`config.mk`:
```
export PLATFORM = sky130hd
export DESIGN_NAME = acc_eu
export DESIGN_NICKNAME = d
export VERILOG_FILES = /design/src/rtl/acc_eu_pkg.sv /design/src/rtl/acc_eu_opmux.sv /design/src/rtl/acc_eu_arith.sv /design/src/rtl/acc_eu_logic.sv /design/src/rtl/acc_eu_shift.sv /design/src/rtl/acc_eu.sv
export SDC_FILE = /design/constraint.sdc
export NUM_CORES = 1
export LEC_CHECK = 0
export ABC_AREA = 1
export BUFFER_PORTS_ARGS = -buffer_cell sky130_fd_sc_hd__clkbuf_2
export CORE_MARGIN = 5
export CORE_UTILIZATION = 60
export DETAILED_ROUTE_END_ITERATION = 6
export GPL_TIMING_DRIVEN = 0
export HOLD_SLACK_MARGIN = 0.1
export PLACE_DENSITY = 0.82
export SLEW_MARGIN = 25
export SYNTH_ARGS = -nofsm -noshare
export SYNTH_HDL_FRONTEND = slang
export SYNTH_SLANG_ARGS = --single-unit
```
`constraint.sdc`:
```
create_clock -name clk -period 3.4 [get_ports clk]
set_input_delay 0.51 -clock clk [delete_from_list [all_inputs] [get_ports clk]]
set_output_delay 0.51 -clock clk [all_outputs]
set_load 0.01 [all_outputs]
```
`src/rtl/acc_eu_pkg.sv`:
```
package acc_eu_pkg;

    localparam int CODE_W = 3;
    localparam int TYPE_W = 2;
    localparam int LD_W   = 3;

    localparam int LD_ACC = 0;
    localparam int LD_CF  = 1;
    localparam int LD_ZF  = 2;

    typedef enum logic [CODE_W-1:0] {
        OP_ADD   = 3'd0,
        OP_SUB   = 3'd1,
        OP_LOGIC = 3'd2,
        OP_CMP   = 3'd3,
        OP_UNARY = 3'd4,
        OP_SHL   = 3'd5,
        OP_SHR   = 3'd6,
        OP_TEST  = 3'd7
    } op_code_e;

    typedef enum logic [1:0] {
        SH_UNARY = 2'd0,
        SH_LEFT  = 2'd1,
        SH_RIGHT = 2'd2,
        SH_NONE  = 2'd3
    } sh_class_e;

endpackage

```
`src/rtl/acc_eu_opmux.sv`:
```
module acc_eu_opmux #(
    parameter int W = 8
) (
    input  logic         sel_imm,
    input  logic [W-1:0] reg_val,
    input  logic [W-1:0] imm_val,
    output logic [W-1:0] b_out
);
    always_comb begin
        b_out = sel_imm ? imm_val : reg_val;
    end
endmodule

```
`src/rtl/acc_eu_arith.sv`:
```
module acc_eu_arith #(
    parameter int W = 8
) (
    input  logic [W-1:0] a,
    input  logic [W-1:0] b,
    input  logic         cin,
    input  logic         use_cin,
    input  logic         do_sub,
    output logic [W-1:0] res,
    output logic         cout
);
    localparam int XW = W + 1;

    logic [XW-1:0] ext;
    logic [XW-1:0] cin_ext;

    always_comb begin
        cin_ext = {{W{1'b0}}, cin & use_cin};
        if (do_sub) begin
            ext = {1'b0, a} - {1'b0, b} - cin_ext;
        end else begin
            ext = {1'b0, a} + {1'b0, b} + cin_ext;
        end
        res  = ext[W-1:0];
        cout = ext[W];
    end
endmodule

```
`src/rtl/acc_eu_logic.sv`:
```
module acc_eu_logic #(
    parameter int W = 8
) (
    input  logic [W-1:0] a,
    input  logic [W-1:0] b,
    input  logic [1:0]   fn,
    input  logic         force_and,
    output logic [W-1:0] res
);
    always_comb begin
        if (force_and) begin
            res = a & b;
        end else begin
            unique case (fn)
                2'd1:    res = a | b;
                2'd2:    res = a ^ b;
                default: res = a & b;
            endcase
        end
    end
endmodule

```
`src/rtl/acc_eu_shift.sv`:
```
module acc_eu_shift
    import acc_eu_pkg::*;
#(
    parameter int W = 8
) (
    input  logic [W-1:0] a,
    input  logic         cin,
    input  sh_class_e    cls,
    input  logic [1:0]   fn,
    output logic [W-1:0] res,
    output logic         cout
);
    localparam logic [W-1:0] ONES = {W{1'b1}};
    localparam logic [W-1:0] ZERO = {W{1'b0}};
    localparam logic [W-1:0] ONE  = {{(W-1){1'b0}}, 1'b1};

    always_comb begin
        res  = a;
        cout = 1'b0;
        unique case (cls)
            SH_UNARY: begin
                unique case (fn)
                    2'd0: begin res = ~a;        cout = 1'b0;        end
                    2'd1: begin res = a + ONE;   cout = (a == ONES); end
                    2'd2: begin res = a - ONE;   cout = (a == ZERO); end
                    default: begin res = ZERO - a; cout = (a != ZERO); end
                endcase
            end
            SH_LEFT: begin
                cout = a[W-1];
                unique case (fn)
                    2'd2:    res = {a[W-2:0], a[W-1]};
                    2'd3:    res = {a[W-2:0], cin};
                    default: res = {a[W-2:0], 1'b0};
                endcase
            end
            SH_RIGHT: begin
                cout = a[0];
                unique case (fn)
                    2'd1:    res = {a[W-1], a[W-1:1]};
                    2'd2:    res = {a[0], a[W-1:1]};
                    2'd3:    res = {cin, a[W-1:1]};
                    default: res = {1'b0, a[W-1:1]};
                endcase
            end
            default: begin
                res  = a;
                cout = 1'b0;
            end
        endcase
    end
endmodule

```
`src/rtl/acc_eu.sv`:
```
module acc_eu
    import acc_eu_pkg::*;
#(
    parameter int W = 8
) (
    input  logic                 clk,
    input  logic                 rst_n,
    input  logic                 grp_i,
    input  logic [CODE_W-1:0]    code_i,
    input  logic [TYPE_W-1:0]    type_i,
    input  logic [LD_W-1:0]      ld_i,
    input  logic                 sel_imm_i,
    input  logic [W-1:0]         opnd_i,
    input  logic [W-1:0]         imm_i,
    output logic [W-1:0]         acc_o,
    output logic                 cf_o,
    output logic                 zf_o
);
    op_code_e     op;
    sh_class_e    sh_cls;
    logic [W-1:0] acc_q;
    logic         cf_q;
    logic         zf_q;
    logic [W-1:0] b_val;
    logic [W-1:0] ar_res, lg_res, sh_res;
    logic         ar_c, sh_c;
    logic [W-1:0] res;
    logic         res_c;
    logic         res_z;
    logic         acc_wr;

    assign op = op_code_e'(code_i);

    always_comb begin
        unique case (op)
            OP_UNARY: sh_cls = SH_UNARY;
            OP_SHL:   sh_cls = SH_LEFT;
            OP_SHR:   sh_cls = SH_RIGHT;
            default:  sh_cls = SH_NONE;
        endcase
    end

    acc_eu_opmux #(.W(W)) u_opmux (
        .sel_imm (sel_imm_i),
        .reg_val (opnd_i),
        .imm_val (imm_i),
        .b_out   (b_val)
    );

    acc_eu_arith #(.W(W)) u_arith (
        .a       (acc_q),
        .b       (b_val),
        .cin     (cf_q),
        .use_cin (type_i[0]),
        .do_sub  (op != OP_ADD),
        .res     (ar_res),
        .cout    (ar_c)
    );

    acc_eu_logic #(.W(W)) u_logic (
        .a         (acc_q),
        .b         (b_val),
        .fn        (type_i),
        .force_and (op == OP_TEST),
        .res       (lg_res)
    );

    acc_eu_shift #(.W(W)) u_shift (
        .a    (acc_q),
        .cin  (cf_q),
        .cls  (sh_cls),
        .fn   (type_i),
        .res  (sh_res),
        .cout (sh_c)
    );

    // Result selection and write gating
    always_comb begin
        unique case (op)
            OP_ADD, OP_SUB, OP_CMP: begin res = ar_res; res_c = ar_c; end
            OP_LOGIC, OP_TEST:      begin res = lg_res; res_c = 1'b0; end
            default:                begin res = sh_res; res_c = sh_c; end
        endcase
        res_z  = (res == '0);
        acc_wr = ld_i[LD_ACC] && (op != OP_CMP) && (op != OP_TEST);
    end

    // State register
    always_ff @(posedge clk or negedge rst_n) begin
        if (!rst_n) begin
            acc_q <= '0;
            cf_q  <= 1'b0;
            zf_q  <= 1'b0;
        end else if (grp_i) begin
            if (acc_wr)       acc_q <= res;
            if (ld_i[LD_CF])  cf_q  <= res_c;
            if (ld_i[LD_ZF])  zf_q  <= res_z;
        end
    end

    // Outputs
    always_comb begin
        acc_o = acc_q;
        cf_o  = cf_q;
        zf_o  = zf_q;
    end
endmodule

```
Yosys cells after proc, flatten, opt, wreduce, memory -nomap -nowiden
Index checks and enable logic that the tools add are counted.
Storage, ports and cells
  register bits after elaboration: 10
  input bits: 28
  output and inout port bits: 10
  logic and storage cells: 57
Operators by class
  add/subtract/negate cells: 7
  eq/ne operators: 15
  multiplexer cells: 13
  bitwise logic cells: 5
  reduce and logical (&&, ||, !) cells: 14
Operator list (number)
  $pmux 8 s3: 3
  $pmux 8 s2: 2
  $logic_not 8->1: 2
  $mux 8: 2
  $eq 3x3->1 const B: 4
  $add 8x8->9: 1
  $add 9x1->9: 1
  $mux 9: 1
  $sub 8x8->9: 1
  $sub 9x1->9: 1
  $add 8x1->8 const B: 1
  $and 8x8->8: 1
  $eq 8x8->1 const B: 1
  $not 8->8: 1
  $or 8x8->8: 1
  $reduce_bool 8->1: 1
  $sub 1x8->8 const A: 1
  $sub 8x1->8 const B: 1
  $xor 8x8->8: 1
  $eq 2x2->1 const B: 3
  $eq 3x2->1 const B: 2
  $pmux 1 s3: 2
  $pmux 2 s3: 1
  $reduce_and 2->1: 3
  other kinds (12): 16

Longest topological paths before layout
Gate-level depths: netlist (run 1).
  depth after elaboration: 6
  mapped depth: 21
  mapped depth without buffers: 21

By module
From an unflattened synthesis (run 1), not the netlist that was laid out.
Unflattened totals
  cell total of the unflattened synthesis: 602
  area total of the unflattened synthesis: 3480.8 um^2
Modules (own cells, without submodules)
  acc_eu_shift: times used 1, cells each 207, area an instance 1164.9 um^2, seq. area each 0.0 um^2
  acc_eu_arith: times used 1, cells each 171, area an instance 983.4 um^2, seq. area each 0.0 um^2
  acc_eu: times used 1, cells each 94, area an instance 648.1 um^2, seq. area each 250.2 um^2
  acc_eu_logic: times used 1, cells each 104, area an instance 579.3 um^2, seq. area each 0.0 um^2
  acc_eu_opmux: times used 1, cells each 26, area an instance 105.1 um^2, seq. area each 0.0 um^2

Worst setup path before layout (run 1)
Ideal clock, no wire load.
  kind: input to register
  start: input port sel_imm_i
  end: register zf_q, in the netlist zf_o
  library setup time: 0.065 ns
  arrival time: 2.794 ns
  data required time: 3.335 ns
  slack: 0.541 ns
  stages on the path: 18
  buffers on the path: 1
  cells stage by stage: clkbuf_1 > nand2_1 > o21ai_0 > inv_1 > fa_1 > inv_1 > fa_1 > nor2_1 > nor2_1 > a21oi_1 > a21oi_1 > nor2_1 > nand2_1 > nor2_1 > nand2_1 > nor2_1 > nand3_1 > nand2_1
Between the ends
  cells in the longest elaborated chain, start to end: 6
  elaborated cells between the ends (all ways): 13
  classes of those cells: add/sub (4); mux (5); bitwise (3); reduce/logical (1)
RTL lines
  start: declaration: line acc_eu.sv:12  | input logic sel_imm_i,
  $mux 8 *: line acc_eu_opmux.sv:10  | b_out = sel_imm ? imm_val : reg_val;
  $add 8x8->9 (tied with other cells): line acc_eu_arith.sv:22  | ext = {1'b0, a} + {1'b0, b} + cin_ext;
  $add 9x1->9 (tied with other cells): line acc_eu_arith.sv:22
  $mux 9 or $mux 8 (tied branches): line acc_eu_arith.sv:19, acc_eu_logic.sv:11
  $pmux 8 s2 *: line acc_eu.sv:79  | unique case (op)
  $logic_not 8->1 *: line acc_eu.sv:84  | res_z = (res == '0);
  end signal: assignment: line acc_eu.sv:97  | if (ld_i[LD_ZF]) zf_q <= res_z;
  end: declaration: line acc_eu.sv:23  | logic zf_q;
Mark *: on every way between the ends. The rest lies on a longest branch, timed or not.
A chain may end at the register's enable or synchronous reset.

Final worst setup path (run 1)
  start: register acc_q[0], in the netlist acc_o[0]
  end: register zf_q, in the netlist zf_o
Between the ends
  cells in the longest elaborated chain, start to end: 5
  elaborated cells between the ends (all ways): 19
  classes of those cells: add/sub (7); mux (7); bitwise (4); reduce/logical (1)
RTL lines
  start: declaration: line acc_eu.sv:21  | logic [W-1:0] acc_q;
  start signal: assignment: line acc_eu.sv:95  | if (acc_wr) acc_q <= res;
  $add 8x8->9 (tied with other cells): line acc_eu_arith.sv:22
  $add 9x1->9 (tied with other cells): line acc_eu_arith.sv:22
  $mux 9 (tied with other cells): line acc_eu_arith.sv:19  | if (do_sub) begin
  $pmux 8 s2 *: line acc_eu.sv:79
  $logic_not 8->1 *: line acc_eu.sv:84
Marks and branches as above.

==> results.toml, run 1 <==
[timing]
worst_pin_slew_ns = 0.999
fin_crit_ns = 3.14
fin_skew_ns = 0.00125
hold_viol_final = 0
max_freq_ghz = 0.318
fin_crit_sh_pct = 92.4
setup_viol = 0
final_max_slew_viol_count = 0
fin_ws_ns = 0.259
slew_headroom_pct = 32.7
rsz0062_at_grt = "false"
tns_ns = 0

[placed_design]
post-place-ws_ns = -0.194
io_buffers = 36
dpl.hpwl_um = 7270
place.gp.congestion = 0.923

[clock_network]
cts_tree = "yes"
clk_path_buf_depth = 2
htree_num_levels = 1
cts_num_sinks = 10
root_buffer = "clkbuf_8"
numCtsBuffers = 3
path_clk_slew_ns = 0.05
hold_buffers = 0
clock_latency_ns = 0.24

[worst_setup_path]
critical_path_class = "flop to flop"
worst-path-buf-inv = 3
max_stage_delay_ns = 0.61
r2r_setup_slack_ns = 0.26
cp-start-kind = "flop"
r2r-end = "zf_o"
worstPathArrival_ns = 3.32
critPathTopFamily = "adder cells"
crit_path_cell_trace = "clkbuf_4 > clkinvlp_4 > fa_1 > inv_1 > ha_1 > xor2_1 > o21ai_0 > nand4_1 > nor2_1 > nand2_1 > nor2_1 > nand2_1 > nor2_1 > nand3_1 > nand2_1"
crit_fanout = 8
r2r-start = "acc_o[0]"
endpoint_kind = "flop"
critPathRequiredTime_ns = 3.58
reg2regPathDepth = 15
crit_path_top_delay_cell = "fa_1"

[detailed_routing]
post-route-drc-count = 0
wirelength_um = 8960
viasPerCell = 5.73
firstDrtPassIters = 5
routedWlPerCell_um = 14.4
first_iter_violations = 331
vias = 3557
detail-route-antenna-nets = 0

[finish]
insertedDiodeCount = 0
layout-area-overhead-vs-synth_pct = 11.7
drive_gt1_share_pct = 12.3
nets = 627

[die]
start_util_pct = 61.4
std_cell_rows = 25
die_w_um = 79.5
dieArea_um2 = 6320
core_um2 = 4720
die_h_um = 79.5
io_pins = 38

[synth]
synthTopCellsByArea = "nand2_1 (19%), ha_1 (17%), inv_1 (11%)"
synth_seq_cells = 10
ys.flop_type = "dfrtp_1"
synth.distinct_cells = 34
synth_edf_count = 0
yosysWarnings = 0
synth_nets = 583
async_flop_share_pct = 100
netlist_area_um2 = 2900
syn_inst = 512
synth_top_cell_by_area = "nand2_1"
yosys.area.top_type_share_pct = 19.0
avgSynthCellArea_um2 = 5.66
ys_seq_area_share_pct = 8.63

[global_route]
grt_max_degree = 13
grt_pass1_wl_um = 14800
antenna_found_initial = 0
grt_use_total_pct = 29.0
grt_overflow = 0
grt_pass1_vias = 3207

[outcome]
outcome = "completed"

[run]
cap_violations = 0

[worst_hold_path]
min-delay-path-class = "input pin to async pin"

[pwr]
powerDensity_nw_per_um2 = 516
power.total_mw = 1.67
power.leakage_nw = 1.85
peakVddDrop_v = 0.000339
[cell usage after synthesis, types with 2 or more instances]
cell type    n
dfrtp_1     10
buf_2        6
o211ai_1     5
inv_2        5
a31oi_1      2
inv_1       86
nand2_1    147
ha_1        39
nor3_1       2
nand2_2      3
or2_2        2
nand3_1     45
a21oi_1     28
clkbuf_1     5
nand3_2      2
xor2_1       7
nand4_1     13
nor2_1      40
fa_1         4
o21ai_0     34
o221ai_1     3
xnor2_1      4
nor2_2       3
o22ai_1      7
[layer usage]
layer  routed length (um)  global-route usage [%]
met3                  933                    3.27
met4                  131                    4.98
met1                 4010                    42.3
met2                 3880                    46.3
met5                    0                       0
[sequential cells by signal (all words and copies together) (netlist names)]
name and cells:
acc_o 8, cf_o 1, zf_o 1
[cell usage in the layout (no fill, tap or decap), drive strengths merged]
cell        n
nand4      13
clkbuf     45
xnor2       4
o21a        1
a31oi       2
buf        11
o21ai      34
o22ai       7
ha         39
fa          4
a211oi      1
o221ai      3
o311ai      1
inv        90
dfrtp      10
xor2        7
a22oi       1
nor3        2
nand3      47
or2         3
a21oi      28
a41oi       1
nand2     150
o211ai      5
nor2       43
clkinvlp    1
nand3b      1
[area by class of cell]
class | instances | area (um^2)
clock buffers | 3 | 41.3
flip-flops and latches | 10 | 250
repair buffers | 39 | 203
inverters | 91 | 345
well taps | 67 | 83.8
fillers | 463 | 1480
multi-input cells | 397 | 2240
plain buffers | 14 | 75.1
[power by group]
part           total (mW)  internal [mW]  switching [mW]  leakage [nW]
Sequential          0.206          0.151          0.0551         0.124
Combinational        1.34          0.483           0.853          1.71
Clock               0.130         0.0781          0.0520        0.0216
[per-stage QoR]
stage / instance area (um^2) / utilization [%] / hold slack (ns) / instances
3_5_place_dp: 3160 / 67.0 / 0.395 / 615
5_1_grt: 3240 / 68.6 / 0.154 / 621
4_1_cts: 3210 / 67.9 / 0.143 / 618
3_3_place_gp: 3160 / 67.0 / 0.392 / 615
6_report: 3240 / 68.6 / 0.137 / 621
2_1_floorplan: 2900 / - / 0.214 / 512
[kinds of logic after synthesis]
family | synth area share [%]
AND/OR/NAND/NOR | 38.0
adder cells (fa/ha/maj) | 19.6
AO/OA/AOI/OAI | 16.2
XOR/XNOR | 3.32
flip-flops | 8.63
buffers and inverters | 14.2
[worst register-to-register path, stage by stage, from the launching register on]
cell        delay, ns
dfrtp_1          0.46
clkbuf_4         0.26
clkinvlp_4       0.15
fa_1             0.61
inv_1            0.06
ha_1             0.27
xor2_1           0.14
o21ai_0          0.32
nand4_1          0.16
nor2_1           0.12
nand2_1          0.08
nor2_1           0.10
nand2_1          0.06
nor2_1           0.12
nand3_1          0.08
nand2_1          0.07
[how the worst max path moves through the flow]
| stage | endpoint | depth (start not counted) | slack, ns | startpoint |
|---|---|---|---|---|
| after floorplan | zf_o | 18 | 0.54 | sel_imm_i |
| after global placement | zf_o | 19 | -0.11 | sel_imm_i |
| after detailed placement | zf_o | 19 | -0.19 | sel_imm_i |
| after CTS | zf_o | 19 | 0.05 | sel_imm_i |
| after global routing | zf_o | 17 | 0.01 | acc_o[0] |
| final | zf_o | 15 | 0.26 | acc_o[0] |
[what timing repair did]
| action | in CTS | in global routing |
|---|---|---|
| buffers inserted | 0 | 3 |
| gates resized for setup | 0 | 6 |
| setup endpoints to repair | 0 | 5 |
No activity file was read; power rests on OpenSTA's default activity.
==> run 2: changes to the inputs <==
--- a/config.mk
+++ b/config.mk
@@ -7,12 +7,14 @@
 export LEC_CHECK = 0
 export ABC_AREA = 1
 export BUFFER_PORTS_ARGS = -buffer_cell sky130_fd_sc_hd__clkbuf_2
+export CELL_PAD_IN_SITES_DETAIL_PLACEMENT = 0
+export CELL_PAD_IN_SITES_GLOBAL_PLACEMENT = 1
 export CORE_MARGIN = 5
-export CORE_UTILIZATION = 60
+export CORE_UTILIZATION = 41
 export DETAILED_ROUTE_END_ITERATION = 6
 export GPL_TIMING_DRIVEN = 0
 export HOLD_SLACK_MARGIN = 0.1
-export PLACE_DENSITY = 0.82
+export PLACE_DENSITY_LB_ADDON = 0.1
 export SLEW_MARGIN = 25
 export SYNTH_ARGS = -nofsm -noshare
 export SYNTH_HDL_FRONTEND = slang
==> results.toml, run 2 (same netlist as run 1, synthesis figures left out) <==
[outcome]
outcome = "completed"

[global_route]
grt_use_total_pct = 21.8
grt_pass1_wl_um = 15300
grt_max_degree = 13
grt_overflow = 0
grt_pass1_vias = 3168
antenna_found_initial = 0

[die]
die_w_um = 94.1
die_h_um = 94.1
dieArea_um2 = 8860
io_pins = 38
std_cell_rows = 30
start_util_pct = 42.5
core_um2 = 6830

[finish]
drive_gt1_share_pct = 11.8
nFillCells = 804
seq_area_um2 = 250
insertedDiodeCount = 0
layout-area-overhead-vs-synth_pct = 12.4
layout_commonest_cell = "nand2_1"
largest_reg_flops = 8
final_cell_mix = "nand2_1 (147), inv_1 (86), nand3_1 (45), nor2_1 (40), ha_1 (39)"
nets = 624
multi_input_area_um2 = 2240

[placed_design]
io_buffers = 36
post-place-ws_ns = -0.182
place.gp.congestion = 0.900
dpl.hpwl_um = 7930

[worst_setup_path]
cp-start-kind = "flop"
max_stage_delay_ns = 0.64
critPathRequiredTime_ns = 3.58
crit_top_cell = "nand2_1"
r2r-start = "acc_o[0]"
critical_path_class = "flop to flop"
crit_path_cell_trace = "buf_2 > inv_1 > fa_1 > inv_1 > ha_1 > or2_2 > nand2_1 > nand2_1 > xnor2_1 > nand2_1 > nand3_1 > o21ai_0 > nor2_1 > nand2_1 > nor2_1 > nand3_1 > nand2_1"
worstPathArrival_ns = 3.25
crit_fanout = 8
crit_path_top_delay_cell = "fa_1"
worstSetupStartpoint = "acc_o[0]"
endpoint_kind = "flop"

[timing]
fin_skew_ns = 0.00123
slew_headroom_pct = 44.2
final_max_slew_viol_count = 0
fin_crit_sh_pct = 90.3
fin_crit_ns = 3.07
hold_viol_final = 0
whs_ns = 0.139
fin_ws_ns = 0.330
rsz0062_at_grt = "false"
setup_viol = 0
max_freq_ghz = 0.326
worst_pin_slew_ns = 0.829

[pwr]
power.total_mw = 1.69
power.leakage_nw = 1.85
powerDensity_nw_per_um2 = 520
peakVddDrop_v = 0.000252

[detailed_routing]
firstDrtPassIters = 4
first_iter_violations = 223
wirelength_um = 9520
detail-route-antenna-nets = 0
viasPerCell = 5.17
routedWlPerCell_um = 14.7
vias = 3353
post-route-drc-count = 0

[clock_network]
numCtsBuffers = 3
htree_num_levels = 1
root_buffer = "clkbuf_8"
clk_path_buf_depth = 2
clock_latency_ns = 0.24
post_cts_buffers = 0
cts_num_sinks = 10
path_clk_slew_ns = 0.05
cts_tree = "yes"

[worst_hold_path]
min-delay-path-class = "input pin to async pin"

[run]
cap_violations = 0
-- run 2: changes by cell type in the layout (fill, tap and decap cells not counted) --
cell,previous run,this run
buf_4,4,1
buf_2,5,6
clkinvlp_4,1,0
clkbuf_4,1,0
inv_1,85,86
clkbuf_8,3,4
-- run 2: routing by layer --
layer  vias up  track usage, %  wire length (um)
li1       1728               -                 -
met1      1519            27.6              4200
met2        92            39.0              4600
met3        14           0.881               493
met4         0            7.94               227
met5         -               0                 0
-- run 2: where the power goes --
group          switching, mW  internal (mW)
Clock                 0.0537          0.102
Sequential            0.0572          0.151
Combinational          0.861          0.469
Total                  0.972          0.723
-- run 2: worst paths after layout --
path	to	cells past startpoint	slack (ns)
min in group clk	zf_o	2	0.49
worst min register to register	zf_o	2	0.49
max in group asynchronous	acc_o[0]	1	3.03
worst max register to register	zf_o	17	0.33
worst min-delay path	acc_o[5]	1	0.14
worst max-delay path	zf_o	17	0.33
-- run 2: timing repair --
action	CTS	global route
hold endpoints to repair	0	0
setup endpoints to repair	0	4
resized for setup	0	4
hold buffers	0	0
-- run 2: cell type report --
| class | instances | area share, % |
|---|---|---|
| Timing Repair Buffer | 36 | 5.53 |
| Tap cell | 96 | 3.68 |
| Clock buffer | 4 | 1.69 |
| Buffer | 14 | 2.23 |
| Multi-Input combinational cell | 397 | 68.7 |
| Inverter | 91 | 10.5 |
| Sequential cell | 10 | 7.67 |
-- run 2: critical path: cells and delay by family (launching register included) --
kind                     cells  cell delay, ns
adder cells (fa/ha/maj)      2            0.81
buffers and inverters        3            0.49
flip-flops                   1            0.43
AO/OA/AOI/OAI                1            0.11
AND/OR/NAND/NOR             10            1.05
XOR/XNOR                     1            0.14
-- run 2: per-stage QoR --
stage / area [um^2] / TNS [ns] / utilization, % / instances
after floorplan: 2900 / 0 / - / 512
after CTS: 3260 / 0 / 47.7 / 648
after global placement: 3200 / -0.316 / 46.8 / 644
final: 3260 / 0 / 47.7 / 648
after detailed placement: 3200 / -0.477 / 46.8 / 644
after global routing: 3260 / 0 / 47.7 / 648
